### src/rtl/dma_arb_pkg.sv
package dma_arb_pkg;

  // Default geometry of the arbiter.
  localparam int unsigned DEF_NUM_CH = 6;
  localparam int unsigned DEF_STAT_W = 16;

  // Kind of state change decided for the coming edge.
  typedef enum logic [2:0] {
    EV_HOLD,
    EV_FINISH,
    EV_RESTORE,
    EV_PREEMPT,
    EV_START_URGENT,
    EV_START_ROTATE
  } arb_ev_e;

endpackage

### src/rtl/dma_arb_rr.sv
// Rotating-priority picker: returns the first requesting channel after
// the last started one, as a 1-based code (0 when nothing requests).
module dma_arb_rr #(
  parameter int unsigned NUM_CH = 6,
  parameter int unsigned CW     = 3
) (
  input  logic [NUM_CH-1:0] req,
  input  logic [CW-1:0]     last,
  output logic [CW-1:0]     pick
);

  logic [CW-1:0] base;
  logic [CW-1:0] idx [NUM_CH];
  logic [NUM_CH-1:0] hit;

  // A last code of 0 or NUM_CH both mean: start the search at channel 1.
  assign base = (last >= CW'(NUM_CH)) ? '0 : last;

  for (genvar g = 0; g < NUM_CH; g++) begin : g_cand
    logic [CW:0] sum;
    assign sum = {1'b0, base} + (CW+1)'(g);
    assign idx[g] = (sum >= (CW+1)'(NUM_CH)) ? CW'(sum - (CW+1)'(NUM_CH))
                                             : CW'(sum);
    assign hit[g] = req[idx[g]];
  end

  always_comb begin
    pick = '0;
    for (int k = NUM_CH - 1; k >= 0; k--) begin
      if (hit[k]) pick = idx[k] + CW'(1);
    end
  end

endmodule

### src/rtl/dma_arb_shadow.sv
// One-deep slot for the displaced channel, plus the flag recording that
// the current channel-1 service began in urgent mode.
module dma_arb_shadow #(
  parameter int unsigned CW = 3
) (
  input  logic          clk,
  input  logic          rst_n,
  input  logic          cap_en,
  input  logic [CW-1:0] cap_val,
  input  logic          mark_set,
  input  logic          mark_clr,
  output logic [CW-1:0] shadow,
  output logic          urgent_entry
);

  always_ff @(posedge clk or negedge rst_n) begin
    if (!rst_n) begin
      shadow       <= '0;
      urgent_entry <= 1'b0;
    end else begin
      if (cap_en) shadow <= cap_val;
      if (mark_set)      urgent_entry <= 1'b1;
      else if (mark_clr) urgent_entry <= 1'b0;
    end
  end

endmodule

### src/rtl/dma_arb_ctl.sv
// Next-state decision for the active channel register.
module dma_arb_ctl
  import dma_arb_pkg::*;
#(
  parameter int unsigned NUM_CH = 6,
  parameter int unsigned CW     = 3
) (
  input  logic [CW-1:0]     active,
  input  logic [NUM_CH-1:0] req,
  input  logic              done,
  input  logic              urgent,
  input  logic              urgent_entry,
  input  logic [CW-1:0]     shadow,
  input  logic [CW-1:0]     rr_pick,
  output logic [CW-1:0]     act_nxt,
  output logic              last_en,
  output logic              cap_en,
  output logic [CW-1:0]     cap_val,
  output logic              mark_set,
  output logic              mark_clr
);

  localparam logic [CW-1:0] CODE_CH1 = CW'(1);

  arb_ev_e ev;
  logic    idle;
  logic    ch1_call;

  assign idle     = (active == '0);
  assign ch1_call = urgent && req[0];

  // Priority: end of service, then preemption, then a fresh start.
  always_comb begin
    ev = EV_HOLD;
    if (!idle && done) begin
      ev = (active == CODE_CH1 && urgent_entry) ? EV_RESTORE : EV_FINISH;
    end else if (!idle && ch1_call && active != CODE_CH1) begin
      ev = EV_PREEMPT;
    end else if (idle && ch1_call) begin
      ev = EV_START_URGENT;
    end else if (idle && rr_pick != '0) begin
      ev = EV_START_ROTATE;
    end
  end

  always_comb begin
    act_nxt  = active;
    last_en  = 1'b0;
    cap_en   = 1'b0;
    cap_val  = '0;
    mark_set = 1'b0;
    mark_clr = 1'b0;
    case (ev)
      EV_FINISH: begin
        act_nxt  = '0;
        mark_clr = 1'b1;
      end
      EV_RESTORE: begin
        act_nxt  = shadow;
        mark_clr = 1'b1;
      end
      EV_PREEMPT: begin
        act_nxt  = CODE_CH1;
        cap_en   = 1'b1;
        cap_val  = active;
        mark_set = 1'b1;
      end
      EV_START_URGENT: begin
        act_nxt  = CODE_CH1;
        last_en  = 1'b1;
        cap_en   = 1'b1;
        cap_val  = '0;
        mark_set = 1'b1;
      end
      EV_START_ROTATE: begin
        act_nxt  = rr_pick;
        last_en  = 1'b1;
        mark_clr = 1'b1;
      end
      default: ;
    endcase
  end

endmodule

### src/rtl/dma_chan_arb.sv
// Top level: active-channel register, rotation pointer, outputs.
module dma_chan_arb
  import dma_arb_pkg::*;
#(
  parameter int unsigned NUM_CH = DEF_NUM_CH,
  parameter int unsigned STAT_W = DEF_STAT_W
) (
  input  logic              clk,
  input  logic              rst_n,
  input  logic [NUM_CH-1:0] chan_req,
  input  logic              xfer_done,
  input  logic              ch1_urgent,
  output logic [NUM_CH-1:0] grant,
  output logic [$clog2(NUM_CH+1)-1:0] active_code,
  output logic [STAT_W-1:0] status_word
);

  localparam int unsigned CW     = $clog2(NUM_CH + 1);
  localparam int unsigned SH_LSB = CW + 1;

  logic [CW-1:0] active_q;
  logic [CW-1:0] last_q;
  logic [CW-1:0] act_nxt;
  logic [CW-1:0] rr_pick;
  logic [CW-1:0] shadow_w;
  logic [CW-1:0] cap_val;
  logic          last_en;
  logic          cap_en;
  logic          mark_set;
  logic          mark_clr;
  logic          urgent_entry_w;

  dma_arb_rr #(.NUM_CH(NUM_CH), .CW(CW)) u_rr (
    .req  (chan_req),
    .last (last_q),
    .pick (rr_pick)
  );

  dma_arb_ctl #(.NUM_CH(NUM_CH), .CW(CW)) u_ctl (
    .active       (active_q),
    .req          (chan_req),
    .done         (xfer_done),
    .urgent       (ch1_urgent),
    .urgent_entry (urgent_entry_w),
    .shadow       (shadow_w),
    .rr_pick      (rr_pick),
    .act_nxt      (act_nxt),
    .last_en      (last_en),
    .cap_en       (cap_en),
    .cap_val      (cap_val),
    .mark_set     (mark_set),
    .mark_clr     (mark_clr)
  );

  dma_arb_shadow #(.CW(CW)) u_shadow (
    .clk          (clk),
    .rst_n        (rst_n),
    .cap_en       (cap_en),
    .cap_val      (cap_val),
    .mark_set     (mark_set),
    .mark_clr     (mark_clr),
    .shadow       (shadow_w),
    .urgent_entry (urgent_entry_w)
  );

  always_ff @(posedge clk or negedge rst_n) begin
    if (!rst_n) begin
      active_q <= '0;
      last_q   <= '0;
    end else begin
      active_q <= act_nxt;
      if (last_en) last_q <= act_nxt;
    end
  end

  for (genvar g = 0; g < NUM_CH; g++) begin : g_grant
    assign grant[g] = (active_q == CW'(g + 1));
  end

  assign active_code = active_q;

  always_comb begin
    status_word = '0;
    status_word[CW-1:0]        = active_q;
    status_word[SH_LSB +: CW]  = shadow_w;
  end

endmodule

### config.mk
export PLATFORM = sky130hd
export DESIGN_NAME = dma_chan_arb
export DESIGN_NICKNAME = d
export VERILOG_FILES = /design/src/rtl/dma_arb_pkg.sv /design/src/rtl/dma_arb_rr.sv /design/src/rtl/dma_arb_shadow.sv /design/src/rtl/dma_arb_ctl.sv /design/src/rtl/dma_chan_arb.sv
export SDC_FILE = /design/constraint.sdc
export NUM_CORES = 1
export LEC_CHECK = 0
export ABC_CLOCK_PERIOD_IN_PS = 3900
export CORE_ASPECT_RATIO = 0.9
export CORE_MARGIN = 10
export CORE_UTILIZATION = 48
export CTS_CLUSTER_DIAMETER = 200
export CTS_CLUSTER_SIZE = 24
export DETAILED_ROUTE_END_ITERATION = 7
export PLACE_DENSITY = 0.84
export RECOVER_POWER = 25
export SYNTH_ARGS = -nofsm -noshare
export SYNTH_HDL_FRONTEND = slang
export SYNTH_SLANG_ARGS = --single-unit
### constraint.sdc
create_clock -name clk -period 3.9 [get_ports clk]
set_clock_uncertainty 0.05 [all_clocks]
set_input_delay 0.975 -clock clk [delete_from_list [all_inputs] [get_ports clk]]
set_output_delay 0.975 -clock clk [all_outputs]
set_load 0.05 [all_outputs]
==> impl_metrics.ini <==
[hold_path]
worst_hold_path_type = flop to flop
worst_hold_path.endpoint = active_code[1]
holdCritStartpoint = u_shadow.shadow[1]
timing.hold.worst_path_depth = 1

[sta]
unrepaired_setup_endpoints_after_global_routing = false
setup_viol_count_final = 0
max_slew_margin_pct = 65.7
report.final.hold_viol_count = 0
drv_slew = 0
final_setup_slack_of_the_worst_path_ns = 0.361
timing.final.crit_period_ns = 3.54
max_slew.worst_pin.slew_ns = 0.513
fin_crit_sh_pct = 90.7
timing.fmax_ghz = 0.283
timing.setup.tns_ns = 0

[logic_synthesis]
yosys.cell_types.count = 57
async_reset_ff_share_pct = 100
synthCells = 226
yosysTopAreaCellShare_pct = 13.8
synth_top_flop_cell = sky130_fd_sc_hd__dfrtp_1
avgSynthCellArea_um2 = 8.05
yosys_register_bits = 10
post_synth_main_area_contributors = sky130_fd_sc_hd__dfrtp_1 14%, sky130_fd_sc_hd__ha_1 10%, sky130_fd_sc_hd__buf_4 5.4%
synth-edff-count = 0
synthDominantAreaCellType = sky130_fd_sc_hd__dfrtp_1
synth-seq-area-share_pct = 13.8
syn_area_um2 = 1820
synth.yosys.warnings = 0

[die]
coreArea_um2 = 3680
starting_density_of_the_core_pct = 49.5
dieHeight_um = 78.4
chipWidth_um = 84.9
floorplan.rows = 21
floorplan.io_pins = 35
die_area_um2 = 6660

[grt]
gr-usage-met2_pct = 21.4
busiest_layer = met2
antenna_found_initial = 0
grt.overflow.total = 0
pin_count_of_the_biggest_net_entering_global_routing = 17
gr-usage-met3_pct = 2.27
wire_length_of_the_first_global_routing_pass_mm = 7.46
first_global_vias = 1553
grt_util_met1_pct = 16.9
gr-usage-all-layers_pct = 12.9

[clock_network]
postCtsResizedCells = 0
cts.reportedPaths.clkPinSlew_ns = 0.04
cts_setup_buffers = 0
clock_latency_reported_for_the_late_side_of_the_worst_skew_pair_ns = 0.23
clk_path_buf_depth = 2
cts_inserted_buffers = 3
clock_tree_from_tritoncts = built
clock-sinks = 10
cts.root.buffer_cell = sky130_fd_sc_hd__clkbuf_8
clock_tree.htree_level_count = 1
cts-hold-fix-buffers = 0

[setup_path]
worst-r2r-cell-count = 19
worst_r2r_startpoint = last_q[2]
arrival_ns = 3.60
cpMostUsedCell = sky130_fd_sc_hd__ha_1
critPathSlowestCell = sky130_fd_sc_hd__dfrtp_1
regToRegSetupSlack_ns = 0.36
timing.critical_path.cells = ha_1 > nand2b_1 > inv_4 > ha_1 > inv_1 > ha_1 > buf_4 > nor2b_2 > nand2_1 > nand2_1 > ha_1 > a21oi_1 > a32oi_1 > a21boi_0 > nand3b_1 > o221ai_1 > nand3_1 > o21ai_1 > a21o_1
worst_r2r_endpoint = last_q[2]
setup.worst_path.class = flop to flop
max_stage_delay_ns = 0.45
timing.critical_path.buf_inv = 3
worst_setup_path_end_kind = flop
top_fanout_value_on_the_critical_path = 10
crit_required_ns = 3.97
critPathLaunchType = flop
cp_top_family = simple AND/OR/NAND/NOR gates

[routing]
routed_wire_length_per_instance_um = 15.5
drt-pass1-iter-count = 4
via_count_normalized_by_instance_count = 5.83
drt.antenna.violating_nets = 0
via_count = 1696
post-route-drc-count = 0
detailedRoute.firstIterationViolations = 98
drt_wl_total_mm = 4.52

[cells_and_area]
areaGrowthSynthToFinish_pct = 15.1
final_design_area_no_fill_um2 = 2090
layout.cells.non_filler = 291
layout.nets = 274
layout-drive-gt1-share_pct = 12.7
number_of_antenna_repair_diodes = 0

[placed_design]
preCtsSetupSlack_ns = 0.225
buffer_ports.inserted = 24
dp_hpwl_mm = 3.69
placed_cells_incl_taps = 288
gp_congestion = 0.963
placement_cell_area_um2 = 2050

[status]
outcome = finished clean

[run]
timing.max_cap.violations = 0
==> cells by family after synthesis <==
| kind of cell | after synthesis | share of synthesized area [%] |
|---|---|---|
| xor gates and xnor gates | 6 | 2.89 |
| muxes | 11 | 9.15 |
| AOI/OAI and AO/OA | 64 | 26.5 |
| and+or+nand+nor | 81 | 23.9 |
| adders and majority gates | 17 | 12.5 |
| DFF | 10 | 13.8 |
| other | 1 | 0.206 |
| buffers and inverters | 36 | 11.1 |
==> sequential cells by signal (all words and copies together), names as in the netlist <==
name,count
active_code,3
last_q,3
u_shadow.shadow,3
u_shadow.urgent_entry,1
==> layer usage <==
metal	up-vias	part of all wire, %
li1	840	-
met1	806	45
met2	42	50
met3	8	4.8
met4	0	1.2
met5	-	0
==> layout make-up <==
cell class,count,area (µm²)
multi-input cells,189,1410
repair buffers,30,285
flip-flops and latches,10,250
fillers,355,1580
well taps,46,57.6
inverters,13,51.3
clock buffers,3,41.3
==> worst reg2reg max path, stage by stage, from the launching register on <==
cell and delay [ns]:
sky130_fd_sc_hd__dfrtp_1 0.45, sky130_fd_sc_hd__ha_1 0.24, sky130_fd_sc_hd__nand2b_1 0.22, sky130_fd_sc_hd__inv_4 0.08, sky130_fd_sc_hd__ha_1 0.14, sky130_fd_sc_hd__inv_1 0.04
sky130_fd_sc_hd__ha_1 0.28, sky130_fd_sc_hd__buf_4 0.18, sky130_fd_sc_hd__nor2b_2 0.18, sky130_fd_sc_hd__nand2_1 0.13, sky130_fd_sc_hd__nand2_1 0.16, sky130_fd_sc_hd__ha_1 0.19
sky130_fd_sc_hd__a21oi_1 0.04, sky130_fd_sc_hd__a32oi_1 0.24, sky130_fd_sc_hd__a21boi_0 0.14, sky130_fd_sc_hd__nand3b_1 0.11, sky130_fd_sc_hd__o221ai_1 0.15, sky130_fd_sc_hd__nand3_1 0.15
sky130_fd_sc_hd__o21ai_1 0.09, sky130_fd_sc_hd__a21o_1 0.20
==> stage by stage <==
step,hold WS [ns],util (%)
after CTS,0.508,56.7
after global placement,0.493,55.6
final,0.499,56.9
after global routing,0.532,56.9
after detailed placement,0.502,55.6
after floorplan,0.466,-
==> how the worst max path moves through the flow <==
stage / from / to / slack [ns] / cells after the start
CTS: last_q[2] / last_q[2] / 0.22 / 16
floorplan: last_q[1] / last_q[2] / 0.20 / 21
detailed placement: last_q[2] / last_q[2] / 0.22 / 16
finish: last_q[2] / last_q[2] / 0.36 / 19
global route: last_q[2] / last_q[1] / 0.09 / 19
global placement: last_q[2] / u_shadow.urgent_entry / 0.32 / 16
==> cell usage in the layout, fill, tap and decap left out, types with 4 or more instances in the layout <==
cell                              Yosys  final
sky130_fd_sc_hd__clkdlybuf4s50_1      0     23
sky130_fd_sc_hd__nor3_1               4      4
sky130_fd_sc_hd__nand3_1              9      9
sky130_fd_sc_hd__or3_1                4      4
sky130_fd_sc_hd__nor2_1              10     10
sky130_fd_sc_hd__mux4_2               4      4
sky130_fd_sc_hd__and3_1               4      4
sky130_fd_sc_hd__o21ai_0             13     12
sky130_fd_sc_hd__nand3b_1             4      4
sky130_fd_sc_hd__and3b_1              4      4
sky130_fd_sc_hd__inv_1               12     12
sky130_fd_sc_hd__dfrtp_1             10     10
sky130_fd_sc_hd__nand2_1             23     23
sky130_fd_sc_hd__mux2_2               5      5
sky130_fd_sc_hd__xnor2_1              4      4
sky130_fd_sc_hd__conb_1               1     10
sky130_fd_sc_hd__nor2b_1              5      4
sky130_fd_sc_hd__buf_4               13      6
sky130_fd_sc_hd__a21o_1               5      5
sky130_fd_sc_hd__ha_1                15     13
sky130_fd_sc_hd__and2_1               4      4
sky130_fd_sc_hd__a21oi_1             11     11
==> synthesized netlist by cell type, types with 3 or more instances <==
master / instances
sky130_fd_sc_hd__xnor2_1: 4
sky130_fd_sc_hd__o21ai_0: 13
sky130_fd_sc_hd__nor3b_1: 3
sky130_fd_sc_hd__nor2b_1: 5
sky130_fd_sc_hd__ha_1: 15
sky130_fd_sc_hd__nand2_1: 23
sky130_fd_sc_hd__and2_1: 4
sky130_fd_sc_hd__mux4_2: 4
sky130_fd_sc_hd__buf_4: 13
sky130_fd_sc_hd__nor2_1: 10
sky130_fd_sc_hd__a21boi_0: 3
sky130_fd_sc_hd__nand3_1: 9
sky130_fd_sc_hd__mux2_2: 5
sky130_fd_sc_hd__a22oi_1: 3
sky130_fd_sc_hd__dfrtp_1: 10
sky130_fd_sc_hd__and3b_1: 4
sky130_fd_sc_hd__and3_1: 4
sky130_fd_sc_hd__inv_1: 12
sky130_fd_sc_hd__clkbuf_1: 8
sky130_fd_sc_hd__a21oi_1: 11
sky130_fd_sc_hd__or3_1: 4
sky130_fd_sc_hd__nor3_1: 4
sky130_fd_sc_hd__a21o_1: 5
sky130_fd_sc_hd__nand3b_1: 4
Power is not shown: default switching activity piles up to over one toggle a cycle in this logic, so the estimate is an artifact.
